[config.mk]
export PLATFORM = sky130hd
export DESIGN_NAME = trace_filter
export DESIGN_NICKNAME = d
export VERILOG_FILES = /design/src/rtl/tf_pkg.sv /design/src/rtl/tf_tag_store.sv /design/src/rtl/tf_classify.sv /design/src/rtl/tf_counters.sv /design/src/rtl/trace_filter.sv
export SDC_FILE = /design/constraint.sdc
export NUM_CORES = 1
export LEC_CHECK = 0
export BUFFER_PORTS_ARGS = -buffer_cell sky130_fd_sc_hd__buf_4
export CAP_MARGIN = 25
export CORE_ASPECT_RATIO = 0.7
export CORE_MARGIN = 1
export CORE_UTILIZATION = 50
export CTS_CLUSTER_DIAMETER = 60
export DETAILED_ROUTE_END_ITERATION = 10
export HOLD_SLACK_MARGIN = 0.03
export PLACE_DENSITY = 0.68
export RECOVER_POWER = 25
export SYNTH_ARGS = -nofsm -noshare
export SYNTH_HDL_FRONTEND = slang
export SYNTH_SLANG_ARGS = --single-unit
export TNS_END_PERCENT = 50
[constraint.sdc]
create_clock -name clk -period 9.45 [get_ports clk]
set_input_delay 0.4725 -clock clk [delete_from_list [all_inputs] [get_ports clk]]
set_output_delay 0.4725 -clock clk [all_outputs]
set_load 0.01 [all_outputs]
[src/rtl/tf_pkg.sv]
package tf_pkg;

    // How a single reference is treated by the filter
    typedef enum logic [1:0] {
        FATE_DROP_HIT    = 2'd0,
        FATE_KEEP_MISS   = 2'd1,
        FATE_KEEP_FIRSTW = 2'd2,
        FATE_DROP_DIRTYW = 2'd3
    } fate_t;

    function automatic logic fate_keeps(input fate_t f);
        return (f == FATE_KEEP_MISS) || (f == FATE_KEEP_FIRSTW);
    endfunction

    // Dirty state a frame takes after a reference is applied
    function automatic logic next_dirty(input logic hit, input logic cur_dirty,
                                        input logic is_write);
        return hit ? (cur_dirty | is_write) : is_write;
    endfunction

endpackage

[src/rtl/tf_tag_store.sv]
module tf_tag_store #(
    parameter int NUM_SETS = 16,
    parameter int SET_W    = 4,
    parameter int TAG_W    = 24
) (
    input  logic             clk,
    input  logic             rst,
    input  logic [SET_W-1:0] lk_set,
    input  logic [TAG_W-1:0] lk_tag,
    output logic             lk_hit,
    output logic             lk_dirty,
    input  logic             upd_en,
    input  logic             upd_write
);
    import tf_pkg::*;

    logic [NUM_SETS-1:0] frm_valid;
    logic [NUM_SETS-1:0] frm_dirty;
    logic [TAG_W-1:0]    frm_tag [NUM_SETS];

    always_comb begin
        lk_hit   = frm_valid[lk_set] && (frm_tag[lk_set] == lk_tag);
        lk_dirty = frm_dirty[lk_set];
    end

    for (genvar s = 0; s < NUM_SETS; s++) begin : g_frame
        always_ff @(posedge clk) begin
            if (rst) begin
                frm_valid[s] <= 1'b0;
                frm_dirty[s] <= 1'b0;
                frm_tag[s]   <= '0;
            end else if (upd_en && (lk_set == SET_W'(s))) begin
                frm_valid[s] <= 1'b1;
                frm_tag[s]   <= lk_tag;
                frm_dirty[s] <= next_dirty(lk_hit, lk_dirty, upd_write);
            end
        end
    end

    // an update leaves the block resident in its set on the next cycle
    p_resident_r8: assert property (@(posedge clk) disable iff (rst)
        upd_en |=> frm_valid[$past(lk_set)] && (frm_tag[$past(lk_set)] == $past(lk_tag)));

endmodule

[src/rtl/tf_classify.sv]
module tf_classify (
    input  logic          hit,
    input  logic          dirty,
    input  logic          is_write,
    input  logic          wb_mode,
    output tf_pkg::fate_t fate
);
    import tf_pkg::*;

    always_comb begin
        if (!hit)
            fate = FATE_KEEP_MISS;
        else if (!is_write)
            fate = FATE_DROP_HIT;
        else if (wb_mode && !dirty)
            fate = FATE_KEEP_FIRSTW;
        else
            fate = FATE_DROP_DIRTYW;
    end

endmodule

[src/rtl/tf_counters.sv]
module tf_counters #(
    parameter int CNT_W = 32
) (
    input  logic             clk,
    input  logic             rst,
    input  logic             take,
    input  logic             kept,
    output logic [CNT_W-1:0] total,
    output logic [CNT_W-1:0] dropped,
    output logic [CNT_W-1:0] forwarded
);
    always_ff @(posedge clk) begin
        if (rst) begin
            total     <= '0;
            dropped   <= '0;
            forwarded <= '0;
        end else if (take) begin
            total <= total + CNT_W'(1);
            if (kept) forwarded <= forwarded + CNT_W'(1);
            else      dropped   <= dropped + CNT_W'(1);
        end
    end

    p_sum_r10: assert property (@(posedge clk) disable iff (rst)
        total == dropped + forwarded);

    p_hold_r9: assert property (@(posedge clk) disable iff (rst)
        !take |=> $stable(total));

endmodule

[src/rtl/trace_filter.sv]
module trace_filter #(
    parameter int ADDR_W      = 32,
    parameter int BLOCK_BYTES = 16,
    parameter int NUM_SETS    = 16,
    parameter int CNT_W       = 32
) (
    input  logic              clk,
    input  logic              rst,
    input  logic              wb_mode,
    input  logic              in_valid,
    output logic              in_ready,
    input  logic [ADDR_W-1:0] in_addr,
    input  logic              in_write,
    output logic              out_valid,
    input  logic              out_ready,
    output logic [ADDR_W-1:0] out_addr,
    output logic              out_write,
    output logic [CNT_W-1:0]  cnt_total,
    output logic [CNT_W-1:0]  cnt_dropped,
    output logic [CNT_W-1:0]  cnt_kept
);
    import tf_pkg::*;

    localparam int OFF_W = $clog2(BLOCK_BYTES);
    localparam int SET_W = $clog2(NUM_SETS);
    localparam int TAG_W = ADDR_W - OFF_W - SET_W;

    logic             accept;
    logic [SET_W-1:0] set_idx;
    logic [TAG_W-1:0] tag_val;
    logic             hit, dirty, keep;
    fate_t            fate;

    assign in_ready = out_ready;
    assign accept   = in_valid && in_ready;
    assign set_idx  = in_addr[OFF_W +: SET_W];
    assign tag_val  = in_addr[ADDR_W-1 -: TAG_W];

    tf_tag_store #(.NUM_SETS(NUM_SETS), .SET_W(SET_W), .TAG_W(TAG_W)) u_store (
        .clk(clk), .rst(rst),
        .lk_set(set_idx), .lk_tag(tag_val),
        .lk_hit(hit), .lk_dirty(dirty),
        .upd_en(accept), .upd_write(in_write)
    );

    tf_classify u_cls (
        .hit(hit), .dirty(dirty), .is_write(in_write),
        .wb_mode(wb_mode), .fate(fate)
    );

    assign keep = fate_keeps(fate);

    always_ff @(posedge clk) begin
        if (rst) begin
            out_valid <= 1'b0;
            out_addr  <= '0;
            out_write <= 1'b0;
        end else if (accept) begin
            out_valid <= keep;
            if (keep) begin
                out_addr  <= in_addr;
                out_write <= in_write;
            end
        end else if (out_ready) begin
            out_valid <= 1'b0;
        end
    end

    tf_counters #(.CNT_W(CNT_W)) u_cnt (
        .clk(clk), .rst(rst), .take(accept), .kept(keep),
        .total(cnt_total), .dropped(cnt_dropped), .forwarded(cnt_kept)
    );

    p_miss_fwd_r3: assert property (@(posedge clk) disable iff (rst)
        accept && !hit |=> out_valid && (out_addr == $past(in_addr))
                           && (out_write == $past(in_write)));

    p_read_hit_drop_r4: assert property (@(posedge clk) disable iff (rst)
        accept && hit && !in_write |=> !out_valid);

    p_first_write_r5: assert property (@(posedge clk) disable iff (rst)
        accept && hit && in_write && wb_mode && !dirty |=> out_valid && out_write);

    p_stall_hold_r9: assert property (@(posedge clk) disable iff (rst)
        out_valid && !out_ready |=> out_valid && $stable(out_addr) && $stable(out_write));

endmodule

# Word level (Yosys, flattened, before mapping)
# Memories as Yosys holds them, arrays and structs flattened.
# Cells that the tools add are included.
# W data, S select, Z words.
[totals] ff_bits=162 ram_bits=384 in_bits=38 out_inout_bits=131 n_memories=1
[memory_table] memory="u_store.frm_tag" depth=16 word_bits=24 rd=1 rd_clocked_by_memory_dff=0 wr=16 line_no="tf_tag_store.sv:19" source="logic [TAG_W-1:0] frm_tag [NUM_SETS];"
[classes] n_addsub=3 order_cmp=1 n_eq_ne=18 mux=76 bitwise_logic=18 n_reduce_logical=25
[ops] operator="$mux W24" count=16
[ops] operator="$add A32 B1 Y32 const B" count=3
[ops] operator="$mux W1" count=56
[ops] operator="$eq A4 B4 Y1 const B" count=8
[ops] operator="$eq A24 B24 Y1" count=1
[ops] operator="$logic_and A1 B1 Y1" count=19
[ops] operator="$or A1 B1 Y1" count=17
[ops] operator="$eq A4 B3 Y1 const B" count=4
[ops] operator="$bmux W1 S4" count=2
[ops] operator="$eq A4 B2 Y1 const B" count=2
[ops] operator="$lt A4 B5 Y1 const B" count=1
[ops] operator="$eq A4 B1 Y1 const B" count=1
[ops] operator="$logic_not A4 Y1" count=1
[ops] operator="$mux W2" count=2
[ops] operator="$reduce_and A2 Y1" count=2
[ops] operator="$eq A2 B1 Y1 const B" count=1
[ops] operator="$eq A2 B2 Y1 const B" count=1
[ops] operator="$reduce_bool A2 Y1" count=1
[ops] operator="$logic_not A1 Y1" count=1
[ops] operator="$logic_or A1 B1 Y1" count=1
[ops] operator="$not A1 Y1" count=1

# Depth between registers and ports, before layout
# Gate-level depths: netlist (run 1).
[depth] word_depth=11 mapped_depth=16 ltp_nobuf=9

# Cells and area by module
# A second synthesis (run 1) with hierarchy kept.
[hier_totals] hier_cells=2125 hier_area_um2=25913.6
[modules_own_cells] mod="tf_tag_store" instances=1 cells_per_inst=1435 area_per_inst_um2=19950.4 seq_area_each_um2=12171.7
[modules_own_cells] mod="tf_counters" instances=1 cells_per_inst=529 area_per_inst_um2=4469.3 seq_area_each_um2=1921.8
[modules_own_cells] mod="trace_filter" instances=1 cells_per_inst=157 area_per_inst_um2=1472.7 seq_area_each_um2=680.7
[modules_own_cells] mod="tf_classify" instances=1 cells_per_inst=4 area_per_inst_um2=21.3 seq_area_each_um2=0.0

# Worst setup path after synthesis (run 1)
# No wires, ideal clock.
[synth_timing] path_kind="input-to-reg" start="input in_addr[5]" end="register u_cnt.dropped[22]" setup_time_ns=0.121 arrival_ns=3.592 required_ns=9.329 setup_slack_ns=5.738 path_stages=15 path_buffers=6 cell_sequence="buf_6 > buf_12 > buf_6 > buf_6 > mux2i_1 > nand2_1 > a311oi_1 > o211ai_1 > a2111oi_0 > o21ai_1 > or4_1 > buf_6 > clkbuf_1 > nor3_1 > mux2_2"
[synth_via] elab_chain_cells=11 word_cells_on_any_way=17 cone_classes="3 x eq/ne; 7 x mux; 1 x bitwise; 5 x reduce/logical; 1 x memory"
[synth_rtl] element="start, declared" line_no="trace_filter.sv:12" source="input logic [ADDR_W-1:0] in_addr,"
[synth_rtl] element="branches (longest 6 deep; another with $mem_v2 Z16 W24)"
[synth_rtl] element="$mux W2 *" line_no="tf_classify.sv:11" source="if (!hit)"
[synth_rtl] element="$eq A2 B1 Y1 / $eq A2 B2 Y1 (equally long branches)" line_no="tf_pkg.sv:12" source="return (f == FATE_KEEP_MISS) || (f == FATE_KEEP_FIRSTW);"
[synth_rtl] element="$logic_or A1 B1 Y1 *" line_no="tf_pkg.sv:12"
[synth_rtl] element="$not A1 Y1 (no source line) *"
[synth_rtl] element="$reduce_and A2 Y1 (no source line) *"
[synth_rtl] element="end signal, assigned" line_no="tf_counters.sv:20" source="else dropped <= dropped + CNT_W'(1);"
[synth_rtl] element="end, declared" line_no="tf_counters.sv:9" source="output logic [CNT_W-1:0] dropped,"
# Every way passes the cells marked *. The select of a mux whose other input is x is not followed.
# A chain may end at the register's enable or synchronous reset.

# Final worst setup path (run 1)
[layout_timing] start="input rst" end="register u_store.frm_valid[7]"
[layout_rtl] element="start, declared" line_no="trace_filter.sv:8" source="input logic rst,"
[layout_rtl] element="end signal, assigned by index" line_no="tf_tag_store.sv:29" source="frm_valid[s] <= 1'b0;"
[layout_rtl] element="end signal, assigned by index" line_no="tf_tag_store.sv:33" source="frm_valid[s] <= 1'b1;"
[layout_rtl] element="end, declared" line_no="tf_tag_store.sv:17" source="logic [NUM_SETS-1:0] frm_valid;"
# No word-level cell between the ends.

==> results of run 1 <==
-- state kept, by name, indices dropped and copies added (netlist names) --
register and flops:
u_store.frm_valid 16, out_write 1, out_addr 32, u_cnt.dropped 32
u_store.frm_tag 384, out_valid 1, u_cnt.total 32, u_store.frm_dirty 16
u_cnt.forwarded 32
-- cells by family after synthesis --
kind of cell | synth area share (%)
flip-flops | 57.5
AO/OA/AOI/OAI | 7.98
adder cells (fa/ha/maj) | 0.146
XOR/XNOR | 1.77
AND/OR/NAND/NOR | 17.1
multiplexers | 11.0
buffers and inverters | 4.49
-- worst register-to-register path: stages (launching register included) --
cell and delay [ns]:
edfxtp_1 0.37, mux4_2 0.47, mux2i_1 0.30, o22a_1 0.22
o2111ai_1 0.18, a2111oi_0 0.83, o21ai_1 0.18, or4_1 0.43
buf_4 0.28, or4_1 0.58, a21oi_1 0.16
-- synth_stat cells (9+ instances only) --
cell type,count
mux2i_1,68
nand2_1,88
nand4_1,25
or3_1,15
inv_1,46
nor2b_1,14
nor2_1,182
mux2_2,23
and4_1,10
buf_1,15
nand2b_1,16
or4_1,46
o21ai_0,74
dfxtp_1,162
mux4_2,84
o31ai_1,45
buf_2,18
buf_6,10
a21o_1,18
and3_1,291
xor2_1,38
a21oi_1,107
o22ai_1,28
xnor2_1,14
clkbuf_1,153
nand3_1,82
edfxtp_1,384
buf_4,9
nor3_1,16
-- power groups by stage --
| stage | logic (uW) | clock network, uW | registers (uW) |
|---|---|---|---|
| 5_1_grt | 476 | 2200 | 2700 |
| 3_3_place_gp | 443 | 0 | 2740 |
| 2_1_floorplan | 287 | 0 | 2730 |
| 4_1_cts | 450 | 2100 | 2690 |
| 6_report | 453 | 2090 | 2690 |
| 3_5_place_dp | 449 | 0 | 2740 |
-- layout by cell type (no fill, tap or decap), types with 6 or more instances in the layout --
master / netlist / routed
xor2_1: 38 / 38
nand2b_1: 16 / 16
nand2_1: 88 / 87
and3_1: 291 / 291
nor2b_1: 14 / 14
buf_4: 9 / 58
edfxtp_1: 384 / 384
mux2_2: 23 / 23
or3_1: 15 / 15
o31ai_1: 45 / 45
nand3_1: 82 / 82
nor3_1: 16 / 15
a21oi_1: 107 / 107
clkinv_1: 5 / 12
a21o_1: 18 / 10
or4_1: 46 / 45
nor2_1: 182 / 177
and4_1: 10 / 10
inv_1: 46 / 46
xnor2_1: 14 / 14
o22ai_1: 28 / 28
clkbuf_16: 0 / 53
a21o_2: 0 / 8
clkinv_2: 0 / 8
clkbuf_1: 153 / 149
clkbuf_8: 0 / 6
mux2i_1: 68 / 68
dfxtp_1: 162 / 162
nand4_1: 25 / 25
o21ai_0: 74 / 74
mux4_2: 84 / 84
-- layer usage --
| metal | GRT usage, % | vias to the layer above | part of all wire [%] |
|---|---|---|---|
| li1 | - | 8279 | - |
| met2 | 41.7 | 896 | 44 |
| met4 | 7.17 | 2 | 2.7 |
| met5 | 0 | - | 0.048 |
| met3 | 8.34 | 147 | 11 |
| met1 | 40.4 | 9323 | 42 |
-- through the flow --
stage	util (%)	hold slack (ns)
after floorplan	-	0.442
after global placement	53.4	0.455
after detailed placement	53.4	0.462
after CTS	56.7	0.127
after global routing	55.7	0.138
final	55.7	0.141
-- worst paths after layout --
path              cells after the start                           endpoint                                start
setup / recovery                      4  u_store.frm_valid[7]$_SDFFE_PP0P_                                  rst
hold / removal                        3           out_addr[0]$_SDFFE_PP0P_                           in_addr[0]
setup reg to reg                     10     u_cnt.dropped[21]$_SDFFE_PP0P_  u_store.frm_tag[1][2]$_SDFFCE_PN0P_
hold reg to reg                       2  u_store.frm_valid[0]$_SDFFE_PP0P_    u_store.frm_valid[0]$_SDFFE_PP0P_
-- final cells by class --
class                           count  area [um^2]
Clock buffer                       73         1470
Sequential cell                   546        14800
Clock inverter                     21          193
Tap cell                          674          843
Fill cell                        4291        22500
Timing Repair Buffer              196          961
Inverter                           51          191
Multi-Input combinational cell   1369         9840
==> summary.md, run 1 <==
| Metric | Value |
|---|---|
| Status | finished, violations left |
| Failing checks | max-capacitance violations, max-slew violations |
| Initial Util | 50.6% |
| Worst path bufs/invs | 3 |
| Pwr Total | 5230 uW |
| Yosys warns | 0 |
| Final hold vios | 0 |
| Layout cells sized above 1 | between 10% and 20% |
| All-Layer GR Usage | 28.1% |
| Finished Cell Area | around 0.028 mm^2 |
| TritonCTS clock tree | built |
| Worst reg2reg setup slack | between 5 and 6 ns |
| Net Sw Frac | around 24% |
| Sequential share of power | ~51% |
| Number of routed nets with antenna violations | 0 |
| Actual slew at the worst max-slew pin | ~4.2 ns |
| Area fraction of the dominant cell type after synthesis | around 45% |
| Fmax | 157 MHz |
| RSZ-0062 raised after global routing | false |
| Mapped cell area | 0.0257 mm^2 |
| VDD IR max | about 0.11 mV |
| Row cnt | 69 |
| Sink Count | 546 |
| Initial antenna violation count | 1 |
| Global route overflow | 0 |
| Max Cap Viol | 6 |
| Register area share after synthesis | 57.5% |
| Clock Path Buffers | 3 |
| Final Max Slew Viols | slightly above 400 |
| Gate Count Post-Synth | 2175 |
| Min Tclk post-route | between 6 and 7 ns |
| Final nets | between 2k and 2.5k |
| Post-CTS Hold Buffers | 0 |
| HPWL Detailed | roughly 45000 um |
| Layout Cells excl Fill | 2930 |
| Net Count, Synth | 2216 |
| Clock Latency Late Sink | 0.60 ns |
| Pin count of the biggest net entering global routing | roughly 100 |
| Hold crit path type | input pin to register |
| Iteration-0 DRC Markers | 2241 |
| Synth area leaders | edfxtp_1 (45%), dfxtp_1 (13%), mux4_2 (7.4%) |
| Final worst setup slack | around 3.1 ns |
| Leak | 0.0105 uW |
| First-pass GRT wire length | roughly 110000 um |
| GPL Wtd Cong | 0.949 |
| Cell Pwr Density | 185 mW/mm^2 |
| Seq cells post-synth | 546 |
| Root buffer cell | clkbuf_16 |
| CP Launch Type | input pin |
| Remaining DRCs | 0 |
| # diodes | 0 |
| PortBufs | around 170 |
| I/O Pins | 169 |
| Synth Flop Type | edfxtp_1 |
| Critical path data required time | 9.74 ns |
| Combinational Power Share | under 10% |
| Die Wd | 273 um |
| Synth area leader | edfxtp_1 |
| Inserted Clock Buffers | 52 |
| Netlist cell types | 69 |
| Post-DP Area | 0.0271 mm^2 |
| PostCTS Resize Cnt | 0 |
| Crit. End Element | register |
| Htree depth | 2 |
| Number of flops mapped to enable cells by yosys | 384 |
| Detailed Route WL | 74600 um |
| Final setup vio count | 0 |
| Clock power share | between 30% and 40% |
| Most frequent CP cell | clkbuf_1 |
| Max incr delay on CP | 2.96 ns |
| Crit path kind | input pin to register |
| Pre-CTS WS | just under 4 ns |
| Int Pwr | 3970 uW |
| Vias per Instance | 6.36 |
| Slowest CP cell | clkbuf_1 |
| Ys async rst share | 0% |
| Worst EP arrival | 6.65 ns |
| Setup Buffers After CTS | 0 |
| First-pass detailed-route iteration total | 6 |
| Worst rel slew slack | -179% |
| Total negative slack | 0 ns |
| Die height | about 190 um |
| Core area | between 0.05 and 0.06 mm^2 |
| Fin crit share | roughly two thirds |
| Die Area | 0.0523 mm^2 |
| Critical Path, Cell by Cell | clkbuf_1 -> clkbuf_1 -> clkbuf_1 -> o21ai_0 |
| WL/cell | 25.5 um |
| Worst-path clk slew | 0.07 ns |
| Switching power | 1260 uW |
| Mapped Avg Cell Area | 11.8 um^2 |
| Placed insts | 2835 |
| Clock Skew | 0.0325 ns |
| Vias in the first global route | between 15k and 20k |
| Vias | 18.6k |
| Delay-heaviest family, CP | buffers and inverters |
| Max Fanout on Critical Path | 91 |
| Area Overhead vs Synth | 10.1% |
No activity file was read; power rests on OpenSTA's default activity.
==> run 2: changes to the inputs <==
PLACE_DENSITY = 0.7   (was 0.68)
clock period = 5.26 ns   (was 9.45 ns; I/O delays follow)
==> run 2 against run 1 <==
  * The flow still finishes with violations (max-capacitance violations, max-slew violations)
  * Final area grew 1.1%
  * Sequential share of layout area shrank 0.54 points
  * Critical path depth increased by 2
  * Count of clock-buffer cells in the layout down 3
  * Non-clock buffer count grew 31
  * Register-to-register slack worse by 4.0 ns
  * Cell count is 1.2% higher
  * First-iteration DRC count increased by 11%
  * Critical path type unchanged
  * Critical endpoint is now u_store.frm_tag[2][22]$_SDFFCE_PN0P_
  * Largest power group unchanged
==> summary.md, run 2 (same netlist as run 1, synthesis figures left out) <==
| Metric | Value |
|---|---|
| Htree depth | 2 (unchanged) |
| VDD IR max | 0.206 mV (was 0.115 mV) |
| Layout Cells excl Fill | 2964 (was 2930) |
| Critical R2R Launch | u_store.frm_tag[8][13]$_SDFFCE_PN0P_ (was u_store.frm_tag[1][2]$_SDFFCE_PN0P_) |
| All-Layer GR Usage | 28.8% (was 28.1%) |
| Post-CTS Hold Buffers | 11 (was 0) |
| CP Launch Type | input pin (unchanged) |
| Area of the multi-input gates | 0.00981 mm^2 (was 0.00984 mm^2) |
| Final worst setup slack | 0.909 ns (was 3.08 ns) |
| Reg with most FFs | u_store.frm_tag (unchanged) |
| Inserted Clock Buffers | 53 (was 52) |
| Final Max Slew Viols | 171 (was 405) |
| Worst EP arrival | 4.75 ns (was 6.65 ns) |
| TritonCTS clock tree | built (unchanged) |
| Number of flip-flops in the largest register | 384 (unchanged) |
| Max incr delay on CP | 2.12 ns (was 2.96 ns) |
| Leak | 0.0106 uW (was 0.0105 uW) |
| Worst rel slew slack | -187% (was -179%) |
| Most frequent CP cell | clkbuf_1 (unchanged) |
| Max Fanout on Critical Path | 72 (was 91) |
| Most common cell after layout, fill and taps aside | edfxtp_1 (unchanged) |
| Finished Cell Area | 0.0286 mm^2 (was 0.0283 mm^2) |
| Critical path data required time | 5.66 ns (was 9.74 ns) |
| Die Area | 0.0523 mm^2 (unchanged) |
| Vias | 19.0k (was 18.6k) |
| PostCTS Resize Cnt | 0 (unchanged) |
| Hold crit path type | input pin to register (unchanged) |
| Row cnt | 69 (unchanged) |
| Pin count of the biggest net entering global routing | 98 (was 102) |
| Initial antenna violation count | 1 (unchanged) |
| # fillers | 4227 (was 4291) |
| Sink Count | 546 (unchanged) |
| Actual slew at the worst max-slew pin | 4.31 ns (was 4.18 ns) |
| Setup Buffers After CTS | 0 (unchanged) |
| Vias per Instance | 6.40 (was 6.36) |
| First-pass GRT wire length | 113000 um (was 111000 um) |
| Clock Skew | 0.0382 ns (was 0.0325 ns) |
| RSZ-0062 raised after global routing | false (unchanged) |
| Post-DP Area | 0.0273 mm^2 (was 0.0271 mm^2) |
| Placed insts | 2856 (was 2835) |
| First-pass detailed-route iteration total | 8 (was 6) |
| Slowest CP cell | clkbuf_1 (unchanged) |
| Hold Crit Start | in_addr[19] (was in_addr[0]) |
| GPL Wtd Cong | 0.975 (was 0.949) |
| Clock Path Buffers | 3 (unchanged) |
| Min Tclk post-route | 4.35 ns |
| Cell Pwr Density | 331 mW/mm^2 (was 185 mW/mm^2) |
| Critical Path, Cell by Cell | buf_4 -> clkbuf_1 -> nor3_1 -> clkbuf_1 -> nand2_1 -> nor2_1 (was clkbuf_1 -> clkbuf_1 -> clkbuf_1 -> o21ai_0) |
| Crit path kind | input pin to register (unchanged) |
| HPWL Detailed | 47100 um (was 45300 um) |
| Max Cap Viol | 2 (was 6) |
| Number of routed nets with antenna violations | 0 (unchanged) |
| Core area | 0.0508 mm^2 (unchanged) |
| Total negative slack | 0 ns (unchanged) |
| Final hold vios | 0 (unchanged) |
| Crit. End Element | register (unchanged) |
| Clock Latency Late Sink | 0.60 ns (about the same) |
| Fin crit share | 82.7% |
| CP startpoint | in_addr[7] (was rst) |
| Status | finished, violations left (unchanged) |
| Reg area | 0.0148 mm^2 (unchanged) |
| Die height | 192 um (unchanged) |
| Vias in the first global route | 17.9k (was 17.7k) |
| Final setup vio count | 0 (unchanged) |
| Worst-path clk slew | 0.06 ns (was 0.07 ns) |
| Detailed Route WL | 76300 um (was 74600 um) |
| Global route overflow | 0 (unchanged) |
| I/O Pins | 169 (unchanged) |
| WL/cell | 25.7 um (was 25.5 um) |
| Area Overhead vs Synth | 11.2% (was 10.1%) |
| Failing checks | max-capacitance violations, max-slew violations (unchanged) |
| Commonest cells after routing, fill and taps aside | edfxtp_1 (384), and3_1 (291), nor2_1 (180) (was edfxtp_1 (384), and3_1 (291), nor2_1 (177)) |
| Remaining DRCs | 0 (unchanged) |
| Iteration-0 DRC Markers | 2479 (was 2241) |
| Layout cells sized above 1 | 12.4% (was 11.8%) |
| PortBufs | 168 (unchanged) |
| Initial Util | 50.6% (unchanged) |
| Fmax | 230 MHz |
| Pre-CTS WS | 0.662 ns (was 3.92 ns) |
| Final nets | 2289 (was 2257) |
| Root buffer cell | clkbuf_16 (unchanged) |
| Die Wd | 273 um (unchanged) |
-- run 2: worst paths after layout --
kind	endpoint	slack [ns]	depth (start not counted)
setup reg to reg	u_cnt.dropped[18]$_SDFFE_PP0P_	1.37	11
setup / recovery	u_store.frm_tag[2][22]$_SDFFCE_PN0P_	0.91	6
hold / removal	out_addr[19]$_SDFFE_PP0P_	0.06	3
hold reg to reg	u_store.frm_valid[8]$_SDFFE_PP0P_	0.47	2
-- run 2: per-layer routing --
metal	part of all wire, %	GRT usage, %
met5	0	0
met3	12	8.84
met1	42	42.0
met4	2.7	8.15
met2	43	41.1
-- run 2: worst max-delay path, delay by kind of cell --
kind | cells | cell delay, ns
buffers and inverters | 3 | 2.89
and+or+nand+nor | 3 | 1.56
-- run 2: where the power goes --
group / internal [uW] / switching, uW
combinational: 280 / 564
clock: 2080 / 1680
sequential: 4780 / 60.8
total: 7140 / 2310
-- run 2: layout make-up --
cell class	instances	share of cell area, %
flip-flops and latches	546	51.7
inverters	51	0.670
diodes	1	0.00876
well taps	674	2.95
repair buffers	227	4.48
clock inverters	26	0.788
clock buffers	70	5.05
multi-input cells	1369	34.3
-- run 2: per-stage QoR --
| step | total power, uW | util (%) | hold slack [ns] |
|---|---|---|---|
| 5_1_grt | 9670 | 56.3 | 0.0492 |
| 3_5_place_dp | 5760 | 53.8 | 0.458 |
| 3_3_place_gp | 5740 | 53.8 | 0.455 |
| 4_1_cts | 9450 | 57.3 | 0.0303 |
| 6_report | 9440 | 56.3 | 0.0597 |
| 2_1_floorplan | 5420 | - | 0.411 |
==> run 3: changes to the inputs <==
ABC_AREA = 1   (was default)
clock period = 3.55 ns   (was 5.26 ns; I/O delays follow)
==> run 3 against run 2 <==
  * The flow still finishes with violations (max-capacitance violations, max-slew violations)
  * Via count is 22% higher
  * First-iteration DRC count is 21% higher
  * Clock power is 55% higher
  * Synthesized cell count is 51% higher
  * Total power is 51% higher
  * Cell count is 40% higher
  * Largest power group unchanged
  * Largest cell class unchanged
  * Sequential cell count stayed put
  * Wire length is 7.6% higher
  * Utilization is 1.9 points higher
==> summary.md, run 3 <==
| Metric | Value |
|---|---|
| Hold crit path type | input pin to register (unchanged) |
| Detailed Route WL | 82000 um (was 76300 um) |
| Reg area | 0.0148 mm^2 (unchanged) |
| GPL Wtd Cong | 1.01 (was 0.975) |
| Netlist cell types | 36 (was 69) |
| All-Layer GR Usage | 30.6% (was 28.8%) |
| Top sig layer | met4 (unchanged) |
| WL/cell | 19.7 um (was 25.7 um) |
| HPWL Detailed | 52200 um (was 47100 um) |
| Xor-xnor portion of the synthesized cell area | 1.14% (was 1.77%) |
| Worst rel slew slack | -23.6% (was -187%) |
| Area of the multi-input gates | 0.00977 mm^2 (was 0.00981 mm^2) |
| Net Count, Synth | 3329 (was 2216) |
| Crit. End Element | register (unchanged) |
| Synth cell count leaders | nand2_1 (1266), nor2_1 (560), edfxtp_1 (384) (was edfxtp_1 (384), and3_1 (291), nor2_1 (182)) |
| Clock Latency Late Sink | 0.62 ns (was 0.60 ns) |
| Initial antenna violation count | 0 (was 1) |
| Final Max Slew Viols | 66 (was 171) |
| Area Overhead vs Synth | 13.8% (was 11.2%) |
| Synth Flop Type | edfxtp_1 (unchanged) |
| Final worst setup slack | 0.218 ns (was 0.909 ns) |
| PortBufs | 168 (unchanged) |
| TritonCTS clock tree | built (unchanged) |
| WHS Path Cells | 5 (was 3) |
| Sink Count | 546 (unchanged) |
| Slowest CP cell | a21oi_2 (was clkbuf_1) |
| Clock Skew | 0.0309 ns (was 0.0382 ns) |
| Ys async rst share | 0% (unchanged) |
| Gate Count Post-Synth | 3288 (was 2175) |
| # fillers | 4674 (was 4227) |
| Inserted Clock Buffers | 53 (unchanged) |
| Htree depth | 2 (unchanged) |
| First-pass GRT wire length | 126000 um (was 113000 um) |
| Fin crit share | about 94% |
| Vias | 23.2k (was 19.0k) |
| Die height | 193 um (was 192 um) |
| Critical path data required time | 4.00 ns (was 5.66 ns) |
| Synth area leaders | edfxtp_1 (44%), nand2_1 (18%), dfxtp_1 (12%) (was edfxtp_1 (45%), dfxtp_1 (13%), mux4_2 (7.4%)) |
| Row cnt | 69 (unchanged) |
| Vias in the first global route | 21.6k (was 17.9k) |
| Metal2 WL | 36200 um (was 33200 um) |
| Fmax | 300 MHz |
| Layout cells sized above 1 | 6.32% (was 12.4%) |
| Final hold vios | 0 (unchanged) |
| Worst path bufs/invs | 5 (was 3) |
| Met3 wire len | 8920 um (was 8770 um) |
| Synth Area in Adders | 0.143% (was 0.146%) |
| Global route overflow | 0 (unchanged) |
| Crit path kind | input pin to register (unchanged) |
| Final nets | 3479 (was 2289) |
| Initial Util | 51.1% (was 50.6%) |
| Remaining DRCs | 0 (unchanged) |
| Clock Path Buffers | 3 (unchanged) |
| Actual slew at the worst max-slew pin | 1.85 ns (was 4.31 ns) |
| Final setup vio count | 0 (unchanged) |
| RR Endpoint | u_cnt.dropped[31]$_SDFFE_PP0P_ (was u_cnt.dropped[18]$_SDFFE_PP0P_) |
| Root buffer cell | clkbuf_16 (unchanged) |
| Critical R2R Launch | u_cnt.dropped[3]$_SDFFE_PP0P_ (was u_store.frm_tag[8][13]$_SDFFCE_PN0P_) |
| Hold Crit Start | in_valid (was in_addr[19]) |
| Number of flops mapped to enable cells by yosys | 384 (unchanged) |
| Max incr delay on CP | 0.69 ns (was 2.12 ns) |
| Worst-path clk slew | 0.06 ns (about the same) |
| RSZ-0062 raised after global routing | false (unchanged) |
| Yosys warns | 0 (unchanged) |
| First-pass detailed-route iteration total | 7 (was 8) |
| Area fraction of the dominant cell type after synthesis | 44.1% (was 44.9%) |
| Most common cell after layout, fill and taps aside | nand2_1 (was edfxtp_1) |
| VDD IR max | 0.364 mV (was 0.206 mV) |
| Pin count of the biggest net entering global routing | 91 (was 98) |
| Multiplexer share of the synthesized area | 0% (was 11.0%) |
| I/O Pins | 169 (unchanged) |
| Min Tclk post-route | 3.33 ns |
| Mapped Avg Cell Area | 7.96 um^2 (was 11.8 um^2) |
| Synth area leader | edfxtp_1 (unchanged) |
| Number of flip-flops in the largest register | 384 (unchanged) |
| Synth Area in Compound Gates | 3.39% (was 7.98%) |
| Max Cap Viol | 1 (was 2) |
| Delay-heaviest family, CP | buffers and inverters (unchanged) |
| Worst reg2reg setup slack | 0.69 ns (was 1.37 ns) |
| Synth Area in Simple Gates | 32.6% (was 17.1%) |
| Die Area | 0.0533 mm^2 (was 0.0523 mm^2) |
| Register area share after synthesis | 56.5% (was 57.5%) |
| Max Fanout on Critical Path | 28 (was 72) |
| # diodes | 0 (was 1) |
| Vias per Instance | 5.58 (was 6.40) |
| Commonest cells after routing, fill and taps aside | nand2_1 (1264), nor2_1 (556), edfxtp_1 (384) (was edfxtp_1 (384), and3_1 (291), nor2_1 (180)) |
| Mapped cell area | 0.0262 mm^2 (was 0.0257 mm^2) |
| Iteration-0 DRC Markers | 3009 (was 2479) |
| Reg2reg path depth | 14 (was 11) |
| Total negative slack | 0 ns (unchanged) |
| Setup Buffers After CTS | 0 (unchanged) |
| Reg with most FFs | u_store.frm_tag (unchanged) |
| Failing checks | max-capacitance violations, max-slew violations (unchanged) |
| Cell Pwr Density | 478 mW/mm^2 (was 331 mW/mm^2) |
| CP Launch Type | input pin (unchanged) |
| Post-Route M1 WL | 34000 um (was 32200 um) |
| Status | finished, violations left (unchanged) |
| Core area | 0.0512 mm^2 (was 0.0508 mm^2) |
| Largest family of logic cells by synthesized area | simple AND/OR/NAND/NOR gates (unchanged) |
| Critical Path, Cell by Cell | dlygate4sd3_1 -> buf_4 -> inv_2 -> nand2_1 -> inv_2 -> nand2_1 -> nand2_1 -> o21ai_1 -> nand2_1 -> nor2_1 -> nand2_1 -> nor2_1 -> nand2_1 -> nor2_2 -> buf_12 -> a21oi_2 -> o21ai_0 (was buf_4 -> clkbuf_1 -> nor3_1 -> clkbuf_1 -> nand2_1 -> nor2_1) |
| Seq cells post-synth | 546 (unchanged) |
| Most common cell in the netlist | nand2_1 (was edfxtp_1) |
| Pre-CTS WS | 0.291 ns (was 0.662 ns) |
| Die Wd | 275 um (was 273 um) |
| Hold endpoint | u_cnt.total[8]$_SDFFE_PP0P_ (was out_addr[19]$_SDFFE_PP0P_) |
| Worst EP arrival | 3.78 ns (was 4.75 ns) |
| Most frequent CP cell | nand2_1 (was clkbuf_1) |
| Leak | 0.0123 uW (was 0.0106 uW) |
| Number of routed nets with antenna violations | 0 (unchanged) |
## run 3: changes by cell type after synthesis, sizes merged, moves of 58 or more
cell / before / now
nand2: 88 / 1266
nor2: 182 / 561
and3: 291 / 0
inv: 46 / 184
mux4: 84 / 0
nand3: 82 / 158
mux2i: 68 / 0
clkbuf: 154 / 93
nand4: 25 / 83
## run 3: kinds of logic after synthesis
group / count (synthesis)
AOI/OAI and AO/OA: 172
xor gates and xnor gates: 34
adders and majority gates: 3
buffers and inverters: 400
DFF: 546
and+or+nand+nor: 2133
## run 3: per-layer routing
| metal | track usage (%) | up-vias |
|---|---|---|
| met2 | 46.2 | 1224 |
| met4 | 10.1 | 0 |
| met3 | 5.54 | 190 |
| li1 | - | 10900 |
| met1 | 44.4 | 10900 |
| met5 | 0 | - |
## run 3: worst register-to-register path, delay by kind of cell, from the launching register on
kind             cells  cell delay, ns
AND/OR/NAND/NOR     14            2.43
flip-flops           1            0.37
## run 3: stage by stage
step	hold WS (ns)	total power, uW	area [um^2]	utilization [%]	instances
3_5_place_dp	0.455	8530	28200	55.1	4024
6_report	0.200	14300	29800	58.2	4157
2_1_floorplan	0.341	8040	26200	-	3288
4_1_cts	0.182	14300	30300	59.2	4157
5_1_grt	0.228	14700	29800	58.2	4157
3_3_place_gp	0.449	8510	28200	55.1	4024
## run 3: how the worst max path moves through the flow
stage | from | end | slack, ns | cells after the start
after floorplan | in_addr[4] | u_cnt.dropped[27]$_SDFFE_PP0P_ | 1.27 | 20
after global placement | in_addr[4] | u_store.frm_dirty[4]$_SDFFE_PP0P_ | 0.42 | 18
after detailed placement | in_addr[4] | u_store.frm_dirty[3]$_SDFFE_PP0P_ | 0.29 | 18
after CTS | in_addr[7] | u_store.frm_dirty[3]$_SDFFE_PP0P_ | 0.36 | 17
after global routing | out_ready | u_cnt.total[31]$_SDFFE_PP0P_ | 0.07 | 18
final | in_addr[7] | u_store.frm_dirty[4]$_SDFFE_PP0P_ | 0.22 | 17
## run 3: final cells by class
cell class	count	area share [%]
sequential	546	49.6
multi-input combinational	2342	32.8
timing repair buffer	285	6.15
clock buffer	75	5.25
tap	674	2.83
inverter	210	2.67
clock inverter	25	0.710
## run 3: where the power goes
part,total [uW],internal [uW],switching [uW]
clock,5810,3290,2510
combinational,1290,347,941
sequential,7160,7070,82.6
total,14300,10700,3540
## run 3: timing repair
action                                 4_1_cts  5_1_grt
gates resized for setup                      0        0
hold buffers                                33        0
endpoints found under the hold margin       62        0
